[src/rtl/fuse_rd_pkg.sv]
package fuse_rd_pkg;
  localparam int unsigned IDX_CTRL   = 0;
  localparam int unsigned IDX_CFG    = 1;
  localparam int unsigned IDX_STAT   = 2;
  localparam int unsigned IDX_DATA0  = 3;

  localparam int unsigned CTRL_ADDR_LSB = 21;
  localparam int unsigned CTRL_LEN_LSB  = 16;
  localparam int unsigned CTRL_RDEN_BIT = 0;
  localparam int unsigned CFG_ADJ_LSB   = 20;
  localparam int unsigned CFG_STB_LSB   = 16;
  localparam int unsigned TIM_W         = 4;

  typedef enum logic [1:0] {
    ST_IDLE   = 2'd0,
    ST_SETUP  = 2'd1,
    ST_STROBE = 2'd2
  } seq_state_t;
endpackage

[src/rtl/fuse_rd_seq.sv]
module fuse_rd_seq
  import fuse_rd_pkg::*;
#(
  parameter int unsigned ADDR_W     = 10,
  parameter int unsigned LEN_W      = 5,
  parameter int unsigned FUSE_BYTES = 1024
) (
  input  logic              clk,
  input  logic              rst_n,
  input  logic              start,
  input  logic [ADDR_W-1:0] start_addr,
  input  logic [LEN_W-1:0]  start_len,
  input  logic [TIM_W-1:0]  adj_cnt,
  input  logic [TIM_W-1:0]  stb_cnt,
  input  logic [7:0]        arr_byte,
  output logic [ADDR_W-1:0] arr_addr,
  output logic              arr_strobe,
  output logic              busy,
  output logic              done,
  output logic              cap_vld,
  output logic [LEN_W-1:0]  cap_idx,
  output logic [7:0]        cap_byte
);
  localparam int unsigned TMR_W = TIM_W + 1;

  seq_state_t        st_q, st_d;
  logic [TMR_W-1:0]  tmr_q, tmr_d;
  logic [LEN_W-1:0]  k_q, k_d;
  logic [ADDR_W-1:0] base_q;
  logic [LEN_W-1:0]  len_q;
  logic [TIM_W-1:0]  adj_q, stb_q;
  logic              load_en;
  logic [ADDR_W:0]   full_addr;
  logic              in_range;

  assign full_addr  = {1'b0, base_q} + {{(ADDR_W+1-LEN_W){1'b0}}, k_q};
  assign in_range   = (full_addr < (ADDR_W+1)'(FUSE_BYTES));
  assign arr_addr   = full_addr[ADDR_W-1:0];
  assign arr_strobe = (st_q == ST_STROBE) && in_range;
  assign busy       = (st_q != ST_IDLE);
  assign cap_vld    = (st_q == ST_STROBE) && (tmr_q == '0);
  assign cap_idx    = k_q;
  assign cap_byte   = in_range ? arr_byte : 8'h00;
  assign done       = cap_vld && (k_q == len_q);
  assign load_en    = (st_q == ST_IDLE) && start;

  always_comb begin
    st_d  = st_q;
    tmr_d = tmr_q;
    k_d   = k_q;
    unique case (st_q)
      ST_IDLE: begin
        if (start) begin
          st_d  = ST_SETUP;
          tmr_d = {1'b0, adj_cnt};
          k_d   = '0;
        end
      end
      ST_SETUP: begin
        if (tmr_q == '0) begin
          st_d  = ST_STROBE;
          tmr_d = {1'b0, stb_q} + TMR_W'(3);
        end else begin
          tmr_d = tmr_q - 1'b1;
        end
      end
      ST_STROBE: begin
        if (tmr_q == '0) begin
          if (k_q == len_q) begin
            st_d = ST_IDLE;
          end else begin
            st_d  = ST_SETUP;
            tmr_d = {1'b0, adj_q};
            k_d   = k_q + 1'b1;
          end
        end else begin
          tmr_d = tmr_q - 1'b1;
        end
      end
      default: st_d = ST_IDLE;
    endcase
  end

  always_ff @(posedge clk or negedge rst_n) begin
    if (!rst_n) begin
      st_q  <= ST_IDLE;
      tmr_q <= '0;
      k_q   <= '0;
    end else begin
      st_q  <= st_d;
      tmr_q <= tmr_d;
      k_q   <= k_d;
    end
  end

  always_ff @(posedge clk or negedge rst_n) begin
    if (!rst_n) begin
      base_q <= '0;
      len_q  <= '0;
      adj_q  <= '0;
      stb_q  <= '0;
    end else if (load_en) begin
      base_q <= start_addr;
      len_q  <= start_len;
      adj_q  <= adj_cnt;
      stb_q  <= stb_cnt;
    end
  end
endmodule

[src/rtl/fuse_rd_regs.sv]
module fuse_rd_regs
  import fuse_rd_pkg::*;
#(
  parameter int unsigned ADDR_W = 10,
  parameter int unsigned LEN_W  = 5,
  parameter int unsigned IDX_W  = 4
) (
  input  logic              clk,
  input  logic              rst_n,
  input  logic              bus_we,
  input  logic [IDX_W-1:0]  bus_idx,
  input  logic [31:0]       bus_wdata,
  output logic [31:0]       bus_rdata,
  input  logic              seq_busy,
  input  logic              seq_done,
  input  logic              cap_vld,
  input  logic [LEN_W-1:0]  cap_idx,
  input  logic [7:0]        cap_byte,
  output logic              start,
  output logic [ADDR_W-1:0] start_addr,
  output logic [LEN_W-1:0]  start_len,
  output logic [TIM_W-1:0]  adj_cnt,
  output logic [TIM_W-1:0]  stb_cnt,
  output logic              rd_done,
  output logic [31:0]       ctrl_word
);
  localparam int unsigned BANK_BYTES = 2 ** LEN_W;
  localparam int unsigned NWORDS     = BANK_BYTES / 4;

  logic [31:0] ctrl_q, ctrl_d;
  logic [31:0] cfg_q, cfg_d;
  logic        done_q, done_d;
  logic [31:0] data_q [NWORDS];
  logic        ctrl_wr, cfg_wr;

  assign ctrl_wr    = bus_we && (bus_idx == IDX_W'(IDX_CTRL)) && !seq_busy;
  assign cfg_wr     = bus_we && (bus_idx == IDX_W'(IDX_CFG));
  assign start      = ctrl_wr && bus_wdata[CTRL_RDEN_BIT];
  assign start_addr = bus_wdata[CTRL_ADDR_LSB +: ADDR_W];
  assign start_len  = bus_wdata[CTRL_LEN_LSB +: LEN_W];
  assign adj_cnt    = cfg_q[CFG_ADJ_LSB +: TIM_W];
  assign stb_cnt    = cfg_q[CFG_STB_LSB +: TIM_W];
  assign rd_done    = done_q;
  assign ctrl_word  = ctrl_q;

  always_comb begin
    ctrl_d = ctrl_q;
    if (ctrl_wr) ctrl_d = bus_wdata;
    else if (seq_done) ctrl_d[CTRL_RDEN_BIT] = 1'b0;
    cfg_d  = cfg_wr ? bus_wdata : cfg_q;
    done_d = done_q;
    if (start) done_d = 1'b0;
    else if (seq_done) done_d = 1'b1;
  end

  always_ff @(posedge clk or negedge rst_n) begin
    if (!rst_n) begin
      ctrl_q <= '0;
      cfg_q  <= '0;
      done_q <= 1'b0;
    end else begin
      ctrl_q <= ctrl_d;
      cfg_q  <= cfg_d;
      done_q <= done_d;
    end
  end

  for (genvar w = 0; w < NWORDS; w++) begin : g_word
    logic [31:0] word_d;
    logic        word_en;
    always_comb begin
      word_d  = data_q[w];
      word_en = 1'b0;
      if (start) begin
        word_d  = '0;
        word_en = 1'b1;
      end else if (cap_vld && (cap_idx[LEN_W-1:2] == (LEN_W-2)'(w))) begin
        word_d[8*cap_idx[1:0] +: 8] = cap_byte;
        word_en = 1'b1;
      end
    end
    always_ff @(posedge clk or negedge rst_n) begin
      if (!rst_n) data_q[w] <= '0;
      else if (word_en) data_q[w] <= word_d;
    end
  end

  always_comb begin
    bus_rdata = '0;
    if (bus_idx == IDX_W'(IDX_CTRL)) bus_rdata = ctrl_q;
    else if (bus_idx == IDX_W'(IDX_CFG)) bus_rdata = cfg_q;
    else if (bus_idx == IDX_W'(IDX_STAT)) bus_rdata = {31'b0, done_q};
    else begin
      for (int w = 0; w < NWORDS; w++) begin
        if (bus_idx == IDX_W'(IDX_DATA0 + w)) bus_rdata = data_q[w];
      end
    end
  end
endmodule

[src/rtl/fuse_rd_ctrl.sv]
module fuse_rd_ctrl
  import fuse_rd_pkg::*;
#(
  parameter int unsigned ADDR_W     = 10,
  parameter int unsigned LEN_W      = 5,
  parameter int unsigned FUSE_BYTES = 1024,
  parameter int unsigned IDX_W      = 4
) (
  input  logic              clk,
  input  logic              rst_n,
  input  logic              reg_we,
  input  logic [IDX_W-1:0]  reg_idx,
  input  logic [31:0]       reg_wdata,
  output logic [31:0]       reg_rdata,
  output logic [ADDR_W-1:0] fuse_addr,
  output logic              fuse_strobe,
  input  logic [7:0]        fuse_rdata
);
  logic              rst_meta_q, rst_sync_n;
  logic              start, seq_busy, seq_done, cap_vld, rd_done;
  logic [ADDR_W-1:0] start_addr;
  logic [LEN_W-1:0]  start_len, cap_idx;
  logic [TIM_W-1:0]  adj_cnt, stb_cnt;
  logic [7:0]        cap_byte;
  logic [31:0]       ctrl_word;

  always_ff @(posedge clk or negedge rst_n) begin
    if (!rst_n) begin
      rst_meta_q <= 1'b0;
      rst_sync_n <= 1'b0;
    end else begin
      rst_meta_q <= 1'b1;
      rst_sync_n <= rst_meta_q;
    end
  end

  fuse_rd_regs #(.ADDR_W(ADDR_W), .LEN_W(LEN_W), .IDX_W(IDX_W)) u_regs (
    .clk(clk), .rst_n(rst_sync_n),
    .bus_we(reg_we), .bus_idx(reg_idx), .bus_wdata(reg_wdata), .bus_rdata(reg_rdata),
    .seq_busy(seq_busy), .seq_done(seq_done),
    .cap_vld(cap_vld), .cap_idx(cap_idx), .cap_byte(cap_byte),
    .start(start), .start_addr(start_addr), .start_len(start_len),
    .adj_cnt(adj_cnt), .stb_cnt(stb_cnt), .rd_done(rd_done), .ctrl_word(ctrl_word)
  );

  fuse_rd_seq #(.ADDR_W(ADDR_W), .LEN_W(LEN_W), .FUSE_BYTES(FUSE_BYTES)) u_seq (
    .clk(clk), .rst_n(rst_sync_n),
    .start(start), .start_addr(start_addr), .start_len(start_len),
    .adj_cnt(adj_cnt), .stb_cnt(stb_cnt), .arr_byte(fuse_rdata),
    .arr_addr(fuse_addr), .arr_strobe(fuse_strobe),
    .busy(seq_busy), .done(seq_done),
    .cap_vld(cap_vld), .cap_idx(cap_idx), .cap_byte(cap_byte)
  );
endmodule

[config.mk]
export PLATFORM = sky130hd
export DESIGN_NAME = fuse_rd_ctrl
export DESIGN_NICKNAME = d
export VERILOG_FILES = /design/src/rtl/fuse_rd_pkg.sv /design/src/rtl/fuse_rd_seq.sv /design/src/rtl/fuse_rd_regs.sv /design/src/rtl/fuse_rd_ctrl.sv
export SDC_FILE = /design/constraint.sdc
export NUM_CORES = 1
export LEC_CHECK = 0
export BUFFER_PORTS_ARGS = -buffer_cell sky130_fd_sc_hd__buf_2
export CORE_MARGIN = 5
export CORE_UTILIZATION = 34
export DETAILED_ROUTE_END_ITERATION = 7
export PLACE_DENSITY = 0.61
export SYNTH_ARGS = -nofsm -noshare
export SYNTH_HDL_FRONTEND = slang
export SYNTH_HIERARCHICAL = 1
export SYNTH_SLANG_ARGS = --single-unit
export TNS_END_PERCENT = 10
[constraint.sdc]
create_clock -name clk -period 20.1 [get_ports clk]
set_input_delay 1.005 -clock clk [delete_from_list [all_inputs] [get_ports clk]]
set_output_delay 1.005 -clock clk [all_outputs]
set_load 0.05 [all_outputs]
## Word-level counts from Yosys, hierarchy flattened

Cells that the tools add are included.

| storage, ports and cells | value |
|---|---|
| input port bits | 47 |
| register bits | 358 |

| cells by class | value |
|---|---|
| shifts and indexed selects | 2 |
| multiplexer cells | 70 |
| $lt $le $gt $ge | 1 |
| eq/ne operators | 25 |
| reductions and logical operators | 45 |
| $add $sub $neg | 5 |

Operators by type and width:

| cell | count |
|---|---|
| $mux 32 | 27 |
| $bwmux 32 | 8 |
| $mux 5 | 7 |
| $neg 5->34 | 1 |
| $shift 8x34->32 const A | 1 |
| $shiftx 8x34->32 | 1 |
| $reduce_bool 2->1 | 12 |
| $mux 1 | 21 |
| $eq 4x3->1 const B | 4 |
| $logic_and 1x1->1 | 16 |
| $reduce_and 2->1 | 8 |
| $pmux 5 s3 | 1 |
| $eq 3x3->1 const B | 4 |
| $eq 4x4->1 const B | 3 |
| $add 10x5->11 | 1 |
| $lt 11x11->1 const B | 1 |
| $pmux 5 s2 | 1 |
| $eq 4x2->1 const B | 2 |
| $mux 8 | 1 |
| $eq 3x2->1 const B | 2 |
| $mux 2 | 3 |
| $pmux 2 s3 | 1 |
| $reduce_and 3->1 | 2 |
| $add 4x2->5 const B | 1 |
| 17 further kinds | 19 |

## Logic depth before layout (Yosys ltp)

| logic depth | value |
|---|---|
| word-level depth | 12 |
| gate-level depth with buffers | 12 |
| mapped depth without buffers | 10 |

## Modules after synthesis

The synthesis kept the hierarchy.

Modules (own cells, without submodules):

| module | times used | cells an instance | area each (um^2) | seq. area each (um^2) |
|---|---|---|---|---|
| fuse_rd_regs | 1 | 1580 | 15782.6 | 8032.7 |
| fuse_rd_seq | 1 | 216 | 2197.1 | 875.8 |
| fuse_rd_ctrl | 1 | 3 | 53.8 | 50.0 |

## Worst setup path after synthesis

OpenSTA, ideal clock, no wires.

| timing | value |
|---|---|
| path kind | input port to output port |
| start | input reg_idx[3] |
| end | output reg_rdata[30] |
| setup slack | 15700 ps |
| cell stages on the path | 6 |
| arrival time | 3395 ps |
| required time | 19095 ps |
| cell sequence | buf_2 -> nor2b_1 -> clkbuf_1 -> clkbuf_1 -> nor3b_1 -> o41ai_1 |

| between the ends | value |
|---|---|
| word-level cells in the longest chain between the ends | 12 |
| elaborated cells between the ends (all ways) | 22 |

Ends and longest elaborated chain:

| item | line | source |
|---|---|---|
| from (decl) | fuse_rd_ctrl.sv:12 | `input logic [IDX_W-1:0] reg_idx,` |
| $eq 4x2->1 | fuse_rd_regs.sv:95 | `if (bus_idx == IDX_W'(IDX_DATA0 + w)) bus_rdata = data_q[w];` |
| $mux 32 (8 in a row) | fuse_rd_regs.sv:95 |  |
| $mux 32 | fuse_rd_regs.sv:92 | `else if (bus_idx == IDX_W'(IDX_STAT)) bus_rdata = {31'b0, done_q};` |
| $mux 32 | fuse_rd_regs.sv:91 | `else if (bus_idx == IDX_W'(IDX_CFG)) bus_rdata = cfg_q;` |
| $mux 32 (*) | fuse_rd_regs.sv:90 | `if (bus_idx == IDX_W'(IDX_CTRL)) bus_rdata = ctrl_q;` |
| to (decl) | fuse_rd_ctrl.sv:14 | `output logic [31:0] reg_rdata,` |

Mark *: on every way between the ends. The rest lies on a longest branch, timed or not.

## Final worst setup path

| timing | value |
|---|---|
| start | input reg_idx[0] |
| end | output reg_rdata[30] |

Same word-level chain as after synthesis.

==> impl_summary.log <==
[metrics] Peak supply drop: 0.0000458 V
[metrics] critical path capture point type: primary output
[metrics] min-delay worst type: in -> async
[metrics] initial antenna violation count: 2
[metrics] slowest cell on the critical path: o41ai_1
[metrics] portion of synthesized cell area occupied by the leading cell type: 49.7%
[metrics] Core Box Area: 52600 sq um
[metrics] WP buf/inv: 4
[metrics] drt pass-1 iters: 5
[metrics] Clk Latency, worst-skew pair: 0.57 ns
[metrics] initial core utilization: 34.3%
[metrics] Gates resized, CTS repair: 0
[metrics] number of nets in the finished design: 1889
[metrics] count of max-cap constraint violations: 0
[metrics] power dissipated by switching net loads: 716 uW
[metrics] launch point of the worst path: reg_idx[0]
[metrics] met1 layer wirelength in the final routing: 23800 microns
[metrics] number of standard cells in the final layout excluding fillers: 2543
[metrics] uppermost metal layer occupied by signal nets: met4
[metrics] TritonCTS Buffers: 40
[metrics] count of warnings emitted by yosys: 6
[metrics] worst max-slew margin expressed relative to the limit: 11.9%
[metrics] achievable clock frequency: 0.195 GHz
[metrics] die width: 240 microns
[metrics] number of cell rows: 84
[metrics] cell with the most instances on the worst path: buf_4
[metrics] number of global-route vias before repair: 13200
[metrics] termination of the worst setup path: reg_rdata[30]
[metrics] worst r2r path cells: 11
[metrics] internal portion of total power: 1.48 mW
[metrics] Critical Setup Path Class: in -> out
[metrics] Clock Skews: 0.0305 ns
[metrics] relative area change from synthesis to final layout: 12.8%
[metrics] min Tclk post-route: 5.13 ns
[metrics] Worst R2R Start: u_seq/cap_idx[0]$_DFFE_PN0P_
[metrics] proportion of register bits with asynchronous set or reset after synthesis: 100%
[metrics] cell-by-cell listing of the critical path: buf_4, buf_4, nor2_1, nand2_1, buf_4, nor2_1, o41ai_1, buf_2
[metrics] top area cells in the synthesized netlist: dfrtp_1 (50%), o21ai_0 (7.9%), nand2_1 (7.7%), mux2_2 (6.0%), mux2i_1 (3.7%)
[metrics] cell taking the most area after synthesis: dfrtp_1
[metrics] Final Hold Vio Count: 0
[metrics] # clock sinks: 358
[metrics] count of flip-flops with a built-in enable after synthesis: 0
[metrics] # IOs: 90
[metrics] critical path's largest stage delay: 0.68 ns
[metrics] sw frac: 32.6%
[metrics] hold buffer count at CTS: 0
[metrics] met2 layer wire length in the routed design: 23500 microns
[metrics] fraction of final layout cells sized beyond drive strength 1: 18.7%
[metrics] power share of the sequential group: 42.3%
[metrics] Setup-failing EPs final: 0
[metrics] maximum count of clock buffers along a single path: 3
[metrics] total via count after detailed routing: 13800
[metrics] transition at the pin with the smallest max-transition slack: 1.32 ns
[metrics] DRC viols: 0
[metrics] total met3 wirelength after detailed routing: 3310 microns
[metrics] critical path fanouts, max: 36
[metrics] vias per cell: 5.42
[metrics] flip-flop cell with the highest count after synthesis: dfrtp_1
[metrics] Post-Synthesis Net Count: 1864
[metrics] final wirelength: 52100 microns
[metrics] CTS tree: built
[metrics] CP delay by family, top: buffers and inverters
[metrics] number of design-rule violations left by the first detailed-router iteration: 1236
[metrics] Comb pwr share: 22.2%
[metrics] post-placement cell count: 2469
[metrics] Post-DP HPWL: 34500 microns
[metrics] synth cell count leaders: nand2_1 (368), dfrtp_1 (358), o21ai_0 (286)
[metrics] Clock Pin Slew Worst Setup and Hold Paths: 0.06 ns
[metrics] drt wl/cell: 20.5 microns
[metrics] number of H-tree levels: 2
[metrics] Required @ worst endpoint: 19.09 ns
[metrics] count of different cell masters after synthesis: 71
[metrics] Post-Syn Instances: 1799
[metrics] Finished Core Util: 38.7%
[metrics] register-to-register setup slack: 16.31 ns
[metrics] FF-to-FF End: u_regs/data_q[183]$_DFFE_PN0P_
[metrics] first-pass GRT wire length: 79800 microns
[metrics] power density over the cells: 108 nW/um^2
[metrics] arrival time of data at the critical path endpoint: 4.12 ns
[metrics] most frequent cell after synthesis: nand2_1
[metrics] final worst path period share: 25.5%
[metrics] Routability Congestion: 0.863
[metrics] IO buf count: 89
[metrics] Static Leakage: 9.03 nW
[metrics] sequential area share after synthesis: 49.7%
[metrics] total number of cells along the worst setup path: 8
[metrics] final-layout setup total negative slack: 0 ns
[metrics] unrepaired setup endpoints after global routing: false
[metrics] clock network fraction of total power: 35.5%
[metrics] pin count of the biggest net entering global routing: 84
[metrics] Critical Path Source Type: primary input
[metrics] fillers: 5237
[metrics] antenna violation net count after detailed routing: 0
[metrics] height of the chip: 240 microns
[metrics] global route overflow: 0
[metrics] Overall Global Routing Usage: 17.7%
[metrics] Post-Synthesis Mean Instance Area: 10.0 sq um
[metrics] overall die area: 57700 sq um
[metrics] Clk Tree Root Cell: clkbuf_16
[metrics] Yosys reg bits: 358
[metrics] combined area of all synthesized cells: 18000 sq um
[metrics] Max Transition Viols Final: 0
[metrics] # Post-CTS Setup Buffers: 0
[metrics] run status: finished clean
-- state kept, by name, indices dropped and copies added (netlist names), 2 cells and up --
register and flops:
u_regs/data_q 256, u_regs/cfg_q 32, u_regs/ctrl_word 32, u_seq/base_q 10
u_seq/cap_idx 5, u_seq/len_q 5, u_seq/tmr_q 5, u_seq/adj_q 4
u_seq/stb_q 4, u_seq/st_q 2
-- area by class of cell --
type	instances	area, sq um	area share (%)
flip-flops and latches	358	8960	44.1
multi-input cells	1249	8170	40.2
clock buffers	55	1190	5.85
well taps	688	861	4.23
repair buffers	129	751	3.69
clock inverters	16	221	1.09
inverters	46	173	0.849
diodes	2	5.00	0.0246
-- per-layer routing --
metal | up-vias | track usage (%)
li1 | 6429 | -
met1 | 6817 | 25.3
met2 | 435 | 27.5
met3 | 98 | 3.25
met4 | 0 | 5.21
met5 | - | 0
-- cells by family (layout without fill, tap and decap cells) --
group	after synthesis	count (layout)	synth area share, %
muxes	183	183	11.4
AOI/OAI and AO/OA	539	539	19.6
xor gates and xnor gates	17	17	0.826
adders and majority gates	18	18	1.29
DFF	358	358	49.7
buffers and inverters	192	246	5.16
and+or+nand+nor	491	491	12.0
other	1	3	0.0208
-- power groups by stage --
stage / clock network, mW / registers, mW / logic [mW]
6_report: 0.780 / 0.929 / 0.487
5_1_grt: 0.825 / 0.940 / 0.534
4_1_cts: 0.797 / 0.926 / 0.487
3_5_place_dp: 0 / 0.936 / 0.486
3_3_place_gp: 0 / 0.935 / 0.475
2_1_floorplan: 0 / 0.902 / 0.375
-- per-stage QoR --
stage | power [mW] | hold slack [ns] | setup slack (ns) | cell area [sq um]
after floorplan | 1.28 | 0.331 | 9.38 | 18000
after global placement | 1.41 | 0.338 | 14.80 | 18900
after detailed placement | 1.42 | 0.343 | 14.79 | 18900
after CTS | 2.21 | 0.178 | 14.78 | 20300
after global routing | 2.30 | 0.185 | 14.81 | 20300
final | 2.20 | 0.214 | 14.97 | 20300
-- cells in the final DEF, fill, tap and decap left out, drive strengths merged, types with 5 or more instances in the layout --
master / count
ha: 17
clkinv: 7
nand3: 9
inv: 48
bufinv: 5
nand2: 369
nor2b: 21
a221oi: 30
xor2: 9
dfrtp: 358
nor3b: 6
nor2: 17
a21oi: 43
buf: 129
a32oi: 33
o21ai: 311
mux2: 116
nor3: 36
clkbuf: 55
o221ai: 32
xnor2: 8
a21o: 32
mux2i: 67
a211oi: 34
nand3b: 5
-- worst reg2reg max path: stages (launching register included) --
cell,delay (ns)
dfrtp_1,0.65
ha_1,0.38
fa_1,0.40
a21oi_1,0.19
o21bai_1,0.12
a21oi_1,0.29
nor3_1,0.09
buf_4,0.20
nor2b_1,0.17
nor2b_1,0.55
nand2_1,0.40
o21ai_0,0.27
-- worst min path at each step --
stage                     depth (start not counted)                 start              endpoint
after floorplan                                   0  rst_meta_q$_DFF_PN0_  rst_sync_n$_DFF_PN0_
after global placement                            0  rst_meta_q$_DFF_PN0_  rst_sync_n$_DFF_PN0_
after detailed placement                          0  rst_meta_q$_DFF_PN0_  rst_sync_n$_DFF_PN0_
after CTS                                         1                 rst_n  rst_sync_n$_DFF_PN0_
after global routing                              1                 rst_n  rst_sync_n$_DFF_PN0_
final                                             1                 rst_n  rst_sync_n$_DFF_PN0_
No activity file was read; power rests on OpenSTA's default activity.
